==> config.mk <==
export PLATFORM = sky130hd
export DESIGN_NAME = refloss_detector
export DESIGN_NICKNAME = d
export VERILOG_FILES = /design/src/rtl/refloss_pkg.sv /design/src/rtl/refloss_edge_sync.sv /design/src/rtl/refloss_window_tick.sv /design/src/rtl/refloss_fsm.sv /design/src/rtl/refloss_detector.sv
export SDC_FILE = /design/constraint.sdc
export NUM_CORES = 1
export LEC_CHECK = 0
export CORE_ASPECT_RATIO = 0.9
export CORE_MARGIN = 5
export CORE_UTILIZATION = 49
export DETAILED_ROUTE_END_ITERATION = 12
export PLACE_DENSITY_LB_ADDON = 0.1
export SLEW_MARGIN = 10
export SYNTH_ARGS = -nofsm -noshare
export SYNTH_HDL_FRONTEND = slang
export SYNTH_SLANG_ARGS = --single-unit
==> constraint.sdc <==
create_clock -name clk -period 2.2 [get_ports clk]
set_clock_uncertainty 0.15 [all_clocks]
set_input_delay 0.66 -clock clk [delete_from_list [all_inputs] [get_ports clk]]
set_output_delay 0.66 -clock clk [all_outputs]
set_load 0.05 [all_outputs]
==> src/rtl/refloss_pkg.sv <==
package refloss_pkg;

    typedef enum logic [1:0] {
        ST_LOST    = 2'd0,
        ST_LOCKED  = 2'd1,
        ST_SUSPECT = 2'd2
    } mon_state_e;

endpackage

==> src/rtl/refloss_edge_sync.sv <==
module refloss_edge_sync #(
    parameter int STAGES = 2
) (
    input  logic clk,
    input  logic rst_n,
    input  logic async_in,
    output logic edge_o
);
    localparam int FILL   = STAGES + 1;
    localparam int FILL_W = $clog2(FILL + 1);

    logic [STAGES-1:0] chain_q;
    logic              prev_q;
    logic [FILL_W-1:0] fill_q;
    logic              armed;

    always_ff @(posedge clk or negedge rst_n) begin
        if (!rst_n) begin
            chain_q <= '0;
            prev_q  <= 1'b0;
            fill_q  <= '0;
        end else begin
            chain_q <= {chain_q[STAGES-2:0], async_in};
            prev_q  <= chain_q[STAGES-1];
            if (!armed)
                fill_q <= fill_q + 1'b1;
        end
    end

    assign armed  = (fill_q == FILL_W'(FILL));
    assign edge_o = armed && (chain_q[STAGES-1] != prev_q);

endmodule

==> src/rtl/refloss_window_tick.sv <==
module refloss_window_tick #(
    parameter int TICK_CYCLES = 400000
) (
    input  logic clk,
    input  logic rst_n,
    output logic tick_o
);
    localparam int CNT_W = (TICK_CYCLES > 1) ? $clog2(TICK_CYCLES) : 1;
    localparam logic [CNT_W-1:0] LAST = CNT_W'(TICK_CYCLES - 1);

    logic [CNT_W-1:0] cnt_q;

    always_ff @(posedge clk or negedge rst_n) begin
        if (!rst_n)
            cnt_q <= '0;
        else if (cnt_q == LAST)
            cnt_q <= '0;
        else
            cnt_q <= cnt_q + 1'b1;
    end

    assign tick_o = (cnt_q == LAST);

    generate
        if (TICK_CYCLES > 1) begin : g_tick_chk
            assert_tick_single_R7: assert property (@(posedge clk) disable iff (!rst_n)
                tick_o |=> !tick_o)
                else $error("window tick lasted more than one cycle");
        end
    endgenerate

endmodule

==> src/rtl/refloss_fsm.sv <==
module refloss_fsm
    import refloss_pkg::*;
#(
    parameter int MISS_WINDOWS = 1
) (
    input  logic clk,
    input  logic rst_n,
    input  logic tick_i,
    input  logic edge_i,
    output logic lost_o
);
    localparam int MISS_W = $clog2(MISS_WINDOWS + 1);

    mon_state_e        state_q, state_d;
    logic [MISS_W-1:0] miss_q;
    logic              seen_q;
    logic              win_act;

    assign win_act = seen_q || edge_i;

    // activity latch for the window in progress
    always_ff @(posedge clk or negedge rst_n) begin
        if (!rst_n)
            seen_q <= 1'b0;
        else if (tick_i)
            seen_q <= 1'b0;
        else if (edge_i)
            seen_q <= 1'b1;
    end

    // empty-window counter
    always_ff @(posedge clk or negedge rst_n) begin
        if (!rst_n)
            miss_q <= '0;
        else if (tick_i) begin
            if (win_act || state_q == ST_LOST)
                miss_q <= '0;
            else if (int'(miss_q) < MISS_WINDOWS)
                miss_q <= miss_q + 1'b1;
        end
    end

    always_comb begin
        state_d = state_q;
        unique case (state_q)
            ST_LOST: begin
                if (tick_i && win_act)
                    state_d = ST_LOCKED;
            end
            ST_LOCKED: begin
                if (tick_i && !win_act)
                    state_d = (MISS_WINDOWS <= 1) ? ST_LOST : ST_SUSPECT;
            end
            ST_SUSPECT: begin
                if (tick_i) begin
                    if (win_act)
                        state_d = ST_LOCKED;
                    else if (int'(miss_q) + 1 >= MISS_WINDOWS)
                        state_d = ST_LOST;
                end
            end
            default: state_d = ST_LOST;
        endcase
    end

    // state register
    always_ff @(posedge clk or negedge rst_n) begin
        if (!rst_n)
            state_q <= ST_LOST;
        else
            state_q <= state_d;
    end

    // output register
    always_ff @(posedge clk or negedge rst_n) begin
        if (!rst_n)
            lost_o <= 1'b1;
        else
            lost_o <= (state_d == ST_LOST);
    end

    assert_flag_on_boundary_R7: assert property (@(posedge clk) disable iff (!rst_n)
        (lost_o != $past(lost_o)) |-> $past(tick_i))
        else $error("flag moved off a window boundary");

    assert_clear_after_activity_R3: assert property (@(posedge clk) disable iff (!rst_n)
        $fell(lost_o) |-> $past(win_act))
        else $error("flag cleared after an empty window");

    assert_busy_window_low_R4: assert property (@(posedge clk) disable iff (!rst_n)
        (tick_i && win_act) |=> !lost_o)
        else $error("flag high after an active window");

    assert_rise_after_empty_R5: assert property (@(posedge clk) disable iff (!rst_n)
        $rose(lost_o) |-> $past(!win_act))
        else $error("flag rose after an active window");

    assert_miss_bounded_R5: assert property (@(posedge clk) disable iff (!rst_n)
        int'(miss_q) <= MISS_WINDOWS)
        else $error("empty-window count overran");

endmodule

==> src/rtl/refloss_detector.sv <==
module refloss_detector #(
    parameter int TICK_CYCLES  = 400000,
    parameter int MISS_WINDOWS = 1,
    parameter int SYNC_STAGES  = 2
) (
    input  logic clk,
    input  logic rst_n,
    input  logic ref_in,
    output logic ref_lost
);
    logic ref_edge;
    logic win_tick;

    refloss_edge_sync #(
        .STAGES (SYNC_STAGES)
    ) u_sync (
        .clk      (clk),
        .rst_n    (rst_n),
        .async_in (ref_in),
        .edge_o   (ref_edge)
    );

    refloss_window_tick #(
        .TICK_CYCLES (TICK_CYCLES)
    ) u_tick (
        .clk    (clk),
        .rst_n  (rst_n),
        .tick_o (win_tick)
    );

    refloss_fsm #(
        .MISS_WINDOWS (MISS_WINDOWS)
    ) u_fsm (
        .clk    (clk),
        .rst_n  (rst_n),
        .tick_i (win_tick),
        .edge_i (ref_edge),
        .lost_o (ref_lost)
    );

endmodule

==> key figures <==
Critical path
  • CP max FO: 6
  • CP startpoint kind: flop
  • Worst EP required: 2.29 ns
  • Critical path data arrival time: 1.94 ns
  • WS Path Type: reg2reg
  • Endpoint class of the critical path: flop

STA
  • Final setup fails: 0
  • RSZ-0062 raised after global routing: false
  • Number of hold violations in the final report: 0
  • Worst-Margin Slew: 0.525 ns
  • Final Cycle Share: 84.3%
  • Final TNS setup: 0 ns
  • Fmax: 539 MHz
  • Min cycle time layout: 1.86 ns
  • Slew Limit Fails: 0
  • Slew margin rel.: 64.7%

Power
  • Total Power: 0.866 mW
  • Leak pwr: 0.598 nW
  • Pwr Density: 636 mW/mm^2
  • IR drop worst, VDD: 0.000481 V

Global route
  • Total grt overflow: 0
  • Largest net degree at the start of global routing: 29
  • All-Layer GR Usage: 12.2%
  • First-pass GRT wire length: 3.53 mm
  • Initial antenna violation count: 0
  • Vias in the first global route: 774

Synthesis
  • Cells after synthesis: 106
  • Syn Nets: 111
  • Synth Cell Area: 0.00123 mm^2
  • Netlist cell types: 29
  • Post-synthesis register bit count: 28
  • Yosys warns: 0
  • Sequential share of the synthesized area: 57.2%
  • Syn Area/Cell: 11.6 um^2

Drt
  • 1st-iter DRT viols: 18
  • Vias: 768
  • Routed len/inst: 13.3 um
  • Via density: 5.41
  • DRC: 0
  • Final ANT Viol Nets: 0
  • 1st-pass router iterations: 4
  • Post-Route WL: 1.89 mm

CTS
  • CTS root buffer: clkbuf_4
  • Cts hold-fix bufs: 0
  • Clk_lat worst skew: 0.33 ns
  • Clock slew at reported path FFs: 0.14 ns
  • Post-CTS setup buffers: 0
  • CTS sink count: 28
  • TritonCTS Buffers: 3
  • CTS tree: built
  • Post_cts resized: 0
  • H-Tree Depth: 1
  • CTS Buffer Depth: 2

Floorplan
  • Die X: 62.7 um
  • Die area: 0.00360 mm^2
  • Core Area: 0.00242 mm^2
  • # IOs: 4
  • Initial core utilization: 50.6%
  • Die Ht: 57.5 um
  • # rows: 17

Placed design
  • Global placement routability congestion: 0.756
  • IO buf count: 3
  • Hpwl dp: 1.38 mm

Cells and area
  • Layout area overhead: 11.0%
  • # diodes: 0
  • Share of cells above drive strength 1: 12.3%
  • Sequential Area: 702 um^2
  • # fillers: 228
  • Nets: 120
  • Multi-input gate area: 505 um^2

Flow run
  • Max_cap viols: 0

Min path
  • Worst hold path type: reg2reg

Outcome
  • Status: complete, no violations
-- critical path: stages (launching register included) --
cell     delay (ns)
dfrtp_1        0.42
ha_1           0.22
nand3_2        0.17
or2_1          0.28
or3b_1         0.40
o211a_1        0.12
-- routing by layer --
metal / track usage (%) / up-vias / routed length, um
li1: - / 379 / -
met1: 16.5 / 371 / 955
met2: 18.3 / 14 / 831
met3: 4.72 / 4 / 81
met4: 3.33 / 0 / 17
met5: 0 / - / 0
-- metrics by stage --
step	setup slack (ns)	area [um^2]	utilization, %	hold WS, ns	cells
5_1_grt	0.191	1360	56.1	0.240	142
3_5_place_dp	0.352	1310	54.0	0.189	138
6_report	0.344	1360	56.1	0.218	142
3_3_place_gp	0.433	1310	54.0	0.183	138
4_1_cts	0.338	1360	56.1	0.219	142
2_1_floorplan	0.478	1230	-	0.181	106
-- state kept, by name (all words and copies together), names as in the netlist --
name / flops
u_fsm.lost_o: 1
u_fsm.seen_q: 1
u_fsm.state_q: 2
u_sync.chain_q: 2
u_sync.fill_q: 2
u_sync.prev_q: 1
u_tick.cnt_q: 19
-- cell usage after synthesis --
| cell type | number | area [um^2] |
|---|---|---|
| dfrtp_1 | 27 | 676 |
| nor2_1 | 16 | 60.1 |
| xnor2_1 | 12 | 105 |
| nand3_1 | 7 | 35.0 |
| nand2_1 | 5 | 18.8 |
| xor2_1 | 5 | 43.8 |
| nand4_1 | 4 | 25.0 |
| a21oi_1 | 3 | 15.0 |
| inv_1 | 3 | 11.3 |
| nor4_1 | 3 | 18.8 |
| ha_1 | 2 | 25.0 |
| nor3_1 | 2 | 10.0 |
| a31o_2 | 1 | 8.76 |
| and3_1 | 1 | 6.26 |
| and4_1 | 1 | 8.76 |
| and4b_2 | 1 | 11.3 |
| buf_4 | 1 | 7.51 |
| dfstp_2 | 1 | 26.3 |
| mux2_2 | 1 | 11.3 |
| nand3_2 | 1 | 10.0 |
| nand3_4 | 1 | 17.5 |
| nor2b_1 | 1 | 6.26 |
| nor3b_1 | 1 | 7.51 |
| nor4_4 | 1 | 21.3 |
| nor4bb_1 | 1 | 10.0 |
| o211a_1 | 1 | 10.0 |
| o21ai_0 | 1 | 5.00 |
| or2_1 | 1 | 6.26 |
| or3b_1 | 1 | 8.76 |
-- layout by cell type (no fill, tap or decap) --
master,n
a31o_2,1
nand3_1,7
nand3_2,1
nor4bb_1,1
o21ai_0,1
nor3b_1,1
nor4_1,3
nand4_1,4
nor3_1,2
and4b_2,1
clkbuf_4,3
nor4_4,1
nand2_1,5
and4_1,1
o211a_1,1
nor2_1,16
a21oi_1,3
and3_1,1
clkdlybuf4s50_1,2
buf_12,1
mux2_2,1
dfstp_2,1
xor2_1,5
dfrtp_1,27
or2_1,1
ha_1,2
nor2b_1,1
xnor2_1,12
or3b_1,1
bufinv_16,1
inv_1,3
buf_4,2
nand3_4,1
-- cell type report --
class | count | share of cell area (%)
inverter | 3 | 0.827
tap | 28 | 2.57
timing repair buffer | 5 | 4.04
clock buffer | 3 | 1.65
clock inverter | 1 | 2.21
multi-input combinational | 74 | 37.1
sequential | 28 | 51.6
-- kinds of logic (layout without fill, tap and decap cells) --
kind of cell / Yosys count / in the layout / share of synthesized area, %
and+or+nand+nor: 48 / 48 / 23.0
DFF: 28 / 28 / 57.2
xor gates and xnor gates: 17 / 17 / 12.1
AOI/OAI and AO/OA: 6 / 6 / 3.16
buffers and inverters: 4 / 12 / 1.53
adders and majority gates: 2 / 2 / 2.04
muxes: 1 / 1 / 0.918
-- power by group --
part | switching (mW) | leakage (nW) | total [mW] | internal, mW
clock network | 0.148 | 0.0279 | 0.332 | 0.184
logic | 0.00988 | 0.219 | 0.0148 | 0.00494
registers | 0.00128 | 0.351 | 0.519 | 0.518
total | 0.159 | 0.598 | 0.866 | 0.707
-- path summary, 6_finish.rpt --
check / from / end / slack (ns) / depth (start not counted)
worst max-delay path: u_tick.cnt_q[0] / u_fsm.state_q[0] / 0.34 / 5
worst min-delay path: u_sync.chain_q[0] / u_sync.chain_q[1] / 0.22 / 0
worst max register to register: u_tick.cnt_q[0] / u_fsm.state_q[0] / 0.34 / 5
worst min register to register: u_sync.chain_q[0] / u_sync.chain_q[1] / 0.22 / 0
max in group asynchronous: rst_n / u_fsm.lost_o / 1.08 / 2
min in group asynchronous: rst_n / u_sync.fill_q[1] / 0.53 / 2
(Power assumes the default switching activity.)
